==> config.mk <==
export PLATFORM = sky130hd
export DESIGN_NAME = frame_xchg_ctrl
export DESIGN_NICKNAME = d
export VERILOG_FILES = /design/src/rtl/frame_xchg_pkg.sv /design/src/rtl/fx_in_bank.sv /design/src/rtl/fx_eng_stub.sv /design/src/rtl/fx_out_drain.sv /design/src/rtl/frame_xchg_ctrl.sv
export SDC_FILE = /design/constraint.sdc
export NUM_CORES = 1
export LEC_CHECK = 0
export BUFFER_PORTS_ARGS = -buffer_cell sky130_fd_sc_hd__clkbuf_2
export CORE_UTILIZATION = 62
export CTS_CLUSTER_SIZE = 30
export DETAILED_ROUTE_END_ITERATION = 8
export HOLD_SLACK_MARGIN = 0.06
export PLACE_DENSITY_LB_ADDON = 0.2
export SYNTH_ARGS = -nofsm -noshare
export SYNTH_HDL_FRONTEND = slang
export SYNTH_SLANG_ARGS = --single-unit
==> constraint.sdc <==
create_clock -name clk_i -period 3.6 [get_ports clk_i]
set_input_delay 0 -clock clk_i [delete_from_list [all_inputs] [get_ports clk_i]]
set_output_delay 0 -clock clk_i [all_outputs]
set_load 0.02 [all_outputs]
==> src/rtl/frame_xchg_pkg.sv <==
package frame_xchg_pkg;
  typedef enum logic [1:0] {
    ENG_IDLE = 2'd0,
    ENG_WAIT = 2'd1,
    ENG_COPY = 2'd2
  } eng_state_e;
endpackage

==> src/rtl/fx_in_bank.sv <==
module fx_in_bank #(
  parameter int N = 16,
  parameter int W = 8,
  localparam int AW = $clog2(N)
) (
  input  logic          clk_i,
  input  logic          rst_ni,
  input  logic          clr_i,
  input  logic          vld_i,
  input  logic [W-1:0]  re_i,
  input  logic [W-1:0]  im_i,
  input  logic          rel_i,
  input  logic          rel_bank_i,
  input  logic          rd_bank_i,
  input  logic [AW-1:0] rd_addr_i,
  output logic          load_rdy_o,
  output logic [1:0]    full_o,
  output logic [W-1:0]  rd_re_o,
  output logic [W-1:0]  rd_im_o,
  output logic [AW-1:0] wr_ptr_o
);
  logic [2*W-1:0] mem_q [2*N];
  logic [AW-1:0]  wr_ptr_q;
  logic           wr_bank_q;
  logic [1:0]     full_q, full_d;
  logic           accept;

  assign load_rdy_o = ~full_q[wr_bank_q];
  assign accept     = vld_i & load_rdy_o;
  assign full_o     = full_q;
  assign wr_ptr_o   = wr_ptr_q;

  // per-bank occupancy: set on last sample, cleared on engine release
  for (genvar b = 0; b < 2; b++) begin : g_full
    always_comb begin
      full_d[b] = full_q[b];
      if (accept && wr_bank_q == b[0] && wr_ptr_q == AW'(N-1)) full_d[b] = 1'b1;
      if (rel_i && rel_bank_i == b[0]) full_d[b] = 1'b0;
    end
  end

  always_ff @(posedge clk_i or negedge rst_ni) begin
    if (!rst_ni) begin
      wr_ptr_q  <= '0;
      wr_bank_q <= 1'b0;
      full_q    <= '0;
    end else if (clr_i) begin
      wr_ptr_q  <= '0;
      wr_bank_q <= 1'b0;
      full_q    <= '0;
    end else begin
      full_q <= full_d;
      if (accept) begin
        wr_ptr_q <= wr_ptr_q + 1'b1;
        if (wr_ptr_q == AW'(N-1)) wr_bank_q <= ~wr_bank_q;
      end
    end
  end

  always_ff @(posedge clk_i) begin
    if (accept && !clr_i) mem_q[{wr_bank_q, wr_ptr_q}] <= {re_i, im_i};
  end

  assign {rd_re_o, rd_im_o} = mem_q[{rd_bank_i, rd_addr_i}];
endmodule

==> src/rtl/fx_eng_stub.sv <==
module fx_eng_stub
  import frame_xchg_pkg::*;
#(
  parameter int N   = 16,
  parameter int LAT = 8,
  localparam int AW = $clog2(N),
  localparam int CW = $clog2(LAT + 1)
) (
  input  logic          clk_i,
  input  logic          rst_ni,
  input  logic          clr_i,
  input  logic [1:0]    full_i,
  input  logic          out_busy_i,
  output logic          bank_o,
  output logic [AW-1:0] addr_o,
  output logic          wr_en_o,
  output logic          done_o,
  output logic          pong_o
);
  eng_state_e    state_q;
  logic [CW-1:0] cnt_q;
  logic [AW-1:0] addr_q;
  logic          bank_q;

  assign bank_o  = bank_q;
  assign addr_o  = addr_q;
  assign wr_en_o = (state_q == ENG_COPY);
  assign done_o  = (state_q == ENG_COPY) && (addr_q == AW'(N-1));
  assign pong_o  = (state_q != ENG_IDLE) && bank_q;

  always_ff @(posedge clk_i or negedge rst_ni) begin
    if (!rst_ni) begin
      state_q <= ENG_IDLE;
      cnt_q   <= '0;
      addr_q  <= '0;
      bank_q  <= 1'b0;
    end else if (clr_i) begin
      state_q <= ENG_IDLE;
      cnt_q   <= '0;
      addr_q  <= '0;
      bank_q  <= 1'b0;
    end else begin
      unique case (state_q)
        ENG_IDLE: if (full_i[bank_q]) begin
          state_q <= ENG_WAIT;
          cnt_q   <= '0;
        end
        ENG_WAIT: begin
          // hold the bank until latency elapsed and output store is free
          if (cnt_q >= CW'(LAT-1) && !out_busy_i) begin
            state_q <= ENG_COPY;
            addr_q  <= '0;
          end else if (cnt_q < CW'(LAT-1)) begin
            cnt_q <= cnt_q + 1'b1;
          end
        end
        ENG_COPY: begin
          addr_q <= addr_q + 1'b1;
          if (addr_q == AW'(N-1)) begin
            state_q <= ENG_IDLE;
            bank_q  <= ~bank_q;
          end
        end
        default: state_q <= ENG_IDLE;
      endcase
    end
  end
endmodule

==> src/rtl/fx_out_drain.sv <==
module fx_out_drain #(
  parameter int N = 16,
  parameter int W = 8,
  localparam int AW = $clog2(N)
) (
  input  logic          clk_i,
  input  logic          rst_ni,
  input  logic          clr_i,
  input  logic          wr_en_i,
  input  logic [AW-1:0] wr_addr_i,
  input  logic [W-1:0]  wr_re_i,
  input  logic [W-1:0]  wr_im_i,
  input  logic          done_i,
  input  logic          rd_en_i,
  output logic          rdy_o,
  output logic          vld_o,
  output logic [W-1:0]  re_o,
  output logic [W-1:0]  im_o,
  output logic [AW-1:0] rd_ptr_o
);
  logic [2*W-1:0] mem_q [N];
  logic [AW-1:0]  rd_ptr_q;
  logic           rdy_q, vld_q;
  logic [2*W-1:0] dat_q;
  logic           fire;

  assign fire     = rd_en_i & rdy_q;
  assign rdy_o    = rdy_q;
  assign vld_o    = vld_q;
  assign {re_o, im_o} = dat_q;
  assign rd_ptr_o = rd_ptr_q;

  always_ff @(posedge clk_i) begin
    if (wr_en_i && !clr_i) mem_q[wr_addr_i] <= {wr_re_i, wr_im_i};
  end

  always_ff @(posedge clk_i or negedge rst_ni) begin
    if (!rst_ni) begin
      rd_ptr_q <= '0;
      rdy_q    <= 1'b0;
      vld_q    <= 1'b0;
      dat_q    <= '0;
    end else if (clr_i) begin
      rd_ptr_q <= '0;
      rdy_q    <= 1'b0;
      vld_q    <= 1'b0;
      dat_q    <= '0;
    end else begin
      vld_q <= fire;
      if (fire) begin
        dat_q    <= mem_q[rd_ptr_q];
        rd_ptr_q <= rd_ptr_q + 1'b1;
        if (rd_ptr_q == AW'(N-1)) rdy_q <= 1'b0;
      end else if (done_i) begin
        rdy_q <= 1'b1;
      end
    end
  end
endmodule

==> src/rtl/frame_xchg_ctrl.sv <==
module frame_xchg_ctrl #(
  parameter int N   = 16,
  parameter int W   = 8,
  parameter int LAT = 8
) (
  input  logic         clk_i,
  input  logic         rst_ni,
  input  logic         start_i,
  input  logic         din_vld_i,
  input  logic [W-1:0] din_re_i,
  input  logic [W-1:0] din_im_i,
  output logic         load_rdy_o,
  output logic         pong_o,
  input  logic         rd_en_i,
  output logic         dout_rdy_o,
  output logic         dout_vld_o,
  output logic [W-1:0] dout_re_o,
  output logic [W-1:0] dout_im_o
);
  localparam int AW = $clog2(N);

  logic [1:0]    full;
  logic          eng_bank, eng_wr, eng_done;
  logic [AW-1:0] eng_addr, wr_ptr, rd_ptr;
  logic [W-1:0]  eng_re, eng_im;

  fx_in_bank #(.N(N), .W(W)) u_in (
    .clk_i      (clk_i),
    .rst_ni     (rst_ni),
    .clr_i      (start_i),
    .vld_i      (din_vld_i),
    .re_i       (din_re_i),
    .im_i       (din_im_i),
    .rel_i      (eng_done),
    .rel_bank_i (eng_bank),
    .rd_bank_i  (eng_bank),
    .rd_addr_i  (eng_addr),
    .load_rdy_o (load_rdy_o),
    .full_o     (full),
    .rd_re_o    (eng_re),
    .rd_im_o    (eng_im),
    .wr_ptr_o   (wr_ptr)
  );

  fx_eng_stub #(.N(N), .LAT(LAT)) u_eng (
    .clk_i      (clk_i),
    .rst_ni     (rst_ni),
    .clr_i      (start_i),
    .full_i     (full),
    .out_busy_i (dout_rdy_o),
    .bank_o     (eng_bank),
    .addr_o     (eng_addr),
    .wr_en_o    (eng_wr),
    .done_o     (eng_done),
    .pong_o     (pong_o)
  );

  fx_out_drain #(.N(N), .W(W)) u_out (
    .clk_i     (clk_i),
    .rst_ni    (rst_ni),
    .clr_i     (start_i),
    .wr_en_i   (eng_wr),
    .wr_addr_i (eng_addr),
    .wr_re_i   (eng_re),
    .wr_im_i   (eng_im),
    .done_i    (eng_done),
    .rd_en_i   (rd_en_i),
    .rdy_o     (dout_rdy_o),
    .vld_o     (dout_vld_o),
    .re_o      (dout_re_o),
    .im_o      (dout_im_o),
    .rd_ptr_o  (rd_ptr)
  );
endmodule

==> flow_metrics.py <==
metrics = {
    "finish": {
        "final_cell_area_um2": 35520,
        "fin_util": 0.7197,
        "diodes": 0,
        "fin_nets": 1731,
        "synthToLayoutAreaGrowth_pct": 13.46,
        "seqCellArea_um2": 24080,
        "drive_above_1_share": 0.2428,
        "multi_input_area_um2": 6744,
        "nFillCells": 2893,
    },
    "pwr": {
        "power_density_nw_per_um2": 526.5,
        "ir_drop_v": 0.0004267,
        "p_clk_frac": 0.435,
        "p_leak_nw": 11.24,
        "p_comb_frac": 0.014,
        "seq_power_share": 0.552,
        "p_sw_frac": 0.1923,
        "power_switching_mw": 3.597,
        "p_int_mw": 15.11,
    },
    "setup_path": {
        "end_kind": "flip-flop",
        "crit_start": "u_eng.addr_o[0]$_DFFE_PN0P_",
        "rr_worst_depth": 6,
        "crit_path_start_kind": "flip-flop",
        "crit_required_ns": 3.94,
        "rrSetupSlack_ns": 0.22,
        "critPathArrivalTime_ns": 3.72,
        "path_max_fanout": 35,
        "worstSetupPathType": "flip-flop to flip-flop",
        "r2r-start": "u_eng.addr_o[0]$_DFFE_PN0P_",
    },
    "placement": {
        "gp_congestion": 0.8111,
        "dpl_cell_area_um2": 32880,
        "dp_hpwl_mm": 42.77,
        "port-buffer-count": 40,
    },
    "timing": {
        "fin_crit_sh": 0.9393,
        "max_freq_mhz": 295.7,
        "slew_viol_final": 0,
        "whs_ns": 0.09224,
        "hold_viol": 0,
        "tns_ns": 0,
        "setup_viol_count_final": 0,
        "slew_headroom": 0.1501,
        "fin_worst_skew_ns": 0.03185,
        "fin_crit_ns": 3.382,
        "rsz0062_at_grt": "no",
        "worst-slew-pin-transition_ns": 1.275,
    },
    "die": {
        "die_area_um2": 51400,
        "io_pins": 41,
        "rows": 81,
        "die_y_um": 226.7,
        "start_util": 0.6344,
        "core-area_um2": 49360,
        "die_w_um": 226.7,
    },
    "worst_hold_path": {
        "worstHoldPathType": "input pin to flip-flop",
        "hold_depth": 1,
        "hold_path_startpoint": "din_im_i[7]",
    },
    "clock_tree": {
        "post_cts_buffers": 0,
        "htreeDepth": 3,
        "ctsHoldBuffers": 8,
        "clock-sinks": 808,
        "cts_tree": "done",
        "clk_pin_slew_ns": 0.06,
        "post_cts_resized": 0,
        "clock_latency_ns": 0.63,
        "numCtsBuffers": 81,
        "root_buffer": "clkbuf_16",
        "clock_path_buffers": 3,
    },
    "route": {
        "antenna_left": 0,
        "vias_per_cell": 6.586,
        "drt-initial-drc-count": 1971,
        "drc": 0,
        "firstDrtPassIters": 5,
        "drt-total-wl_mm": 72.31,
        "post_drt_wl_per_cell_um": 29.79,
        "num_vias": 15985,
    },
    "logic_synthesis": {
        "synth_warnings": 0,
        "synth_flop_cell": "edfxtp_1",
        "synth_top_area_cell": "edfxtp_1",
        "ys_ff_latch": 808,
        "synth_top_cell_area_share": 0.7366,
        "synth-seq-area-share": 0.7685,
        "synth_nets": 1567,
        "synth_edf_count": 768,
        "netlist_instances": 1535,
        "synth.cell_area_um2": 31310,
        "synthArstFlopShare": 0.04950,
        "synthTopCellsByArea": "edfxtp_1, mux4_2, mux2i_1, dfrtp_1, a22oi_1",
        "synth_cell_types": 51,
        "syn_area_per_cell_um2": 20.40,
    },
    "outcome": {
        "status": "complete, no violations",
    },
    "job": {
        "cap_violations": 0,
    },
    "grt": {
        "grt_max_degree": 41,
        "grt_overflow": 0,
        "grt_antenna_before_repair": 0,
        "grt_usage": 0.2926,
        "grt_pass1_wl_mm": 105.1,
        "grt_pass1_vias": 16190,
    },
}
[power by group through the flow]
| stage | registers, mW | logic [mW] | clock network [mW] |
|---|---|---|---|
| after floorplan | 10.5 | 0.0699 | 0 |
| after global placement | 10.5 | 0.235 | 0 |
| after detailed placement | 10.5 | 0.249 | 0 |
| after CTS | 10.3 | 0.256 | 8.20 |
| after global routing | 10.3 | 0.275 | 8.54 |
| final | 10.3 | 0.258 | 8.13 |
[Yosys cell counts (9+ instances only)]
library cell    n
edfxtp_1      768
mux4_2        145
mux2i_1       111
nor2_1         66
nand2_1        53
dfrtp_1        40
o22ai_1        40
a22oi_1        37
buf_2          28
a21oi_1        25
clkbuf_1       23
and2_1         18
a22o_1         16
buf_6          12
buf_4          11
ha_1           11
nor2b_1        10
nor3_1          9
[layer usage]
layer / vias up / GRT usage / share of wire
li1: 6667 / - / -
met1: 8245 / 0.3998 / 0.38
met2: 917 / 0.4761 / 0.50
met3: 156 / 0.04911 / 0.086
met4: 0 / 0.1177 / 0.038
met5: - / 0 / 0
[logic make-up after synthesis]
kind of cell / Yosys count / synth area share
adder cells (fa/ha/maj): 11 / 0.004396
AO/OA/AOI/OAI: 161 / 0.03712
AND/OR/NAND/NOR: 198 / 0.03013
flip-flops: 808 / 0.7685
multiplexers: 260 / 0.1412
buffers and inverters: 89 / 0.01634
XOR/XNOR: 8 / 0.002238
[through the flow]
stage,cells,power (mW),setup WS [ns]
5_1_grt,2427,19.12,0.05802
4_1_cts,2427,18.77,0.1809
2_1_floorplan,1535,10.58,0.8697
3_5_place_dp,2272,10.76,0.1899
6_report,2427,18.70,0.2184
3_3_place_gp,2272,10.75,0.2020
[worst max-delay path, stage by stage, from the launching register on]
cell	delay [ns]
dfrtp_4	0.84
buf_12	0.35
buf_12	0.23
mux4_2	0.51
a2111oi_0	0.76
a311oi_2	0.12
buf_4	0.24
[area by class of cell]
cell class	instances	area share
Clock inverter	45	0.01028
Inverter	8	0.0008453
Clock buffer	102	0.06196
Sequential cell	808	0.6778
Timing Repair Buffer	162	0.03586
Multi-Input combinational cell	638	0.1898
Tap cell	664	0.02339
[registers in the layout, indices dropped and copies added (netlist names), 2 cells and up]
signal          cells
u_in.mem_q        512
u_out.mem_q       256
u_out.dat_q        16
u_eng.addr_o        4
u_eng.cnt_q         4
u_in.wr_ptr_o       4
u_out.rd_ptr_o      4
u_eng.state_q       2
u_in.full_o         2
[placed cells by master (no fill, tap or decap), types with 9 or more instances in the layout]
cell       count
nor2_1        65
edfxtp_1     768
and2_1        18
mux2i_1      111
clkbuf_16     85
o22ai_1       40
clkbuf_1      16
a21oi_1       25
buf_4        103
clkinv_2      17
buf_12        11
dfrtp_1       34
a22o_1        16
nor3_1         9
clkinv_1      19
mux4_2       145
clkbuf_2      40
a22oi_1       37
ha_1          11
nand2_1       53
nor2b_1       10
[worst paths after layout]
path                                           endpoint
hold reg to reg              u_out.dat_q[2]$_DFFE_PN0N_
hold / removal               u_in.mem_q[8][7]$_DFFE_PP_
min in group asynchronous    u_out.dat_q[8]$_DFFE_PN0N_
setup reg to reg           u_out.mem_q[15][3]$_DFFE_PP_
max in group asynchronous   u_eng.addr_o[1]$_DFFE_PN0P_
setup / recovery           u_out.mem_q[15][3]$_DFFE_PP_
(Power assumes the default switching activity.)
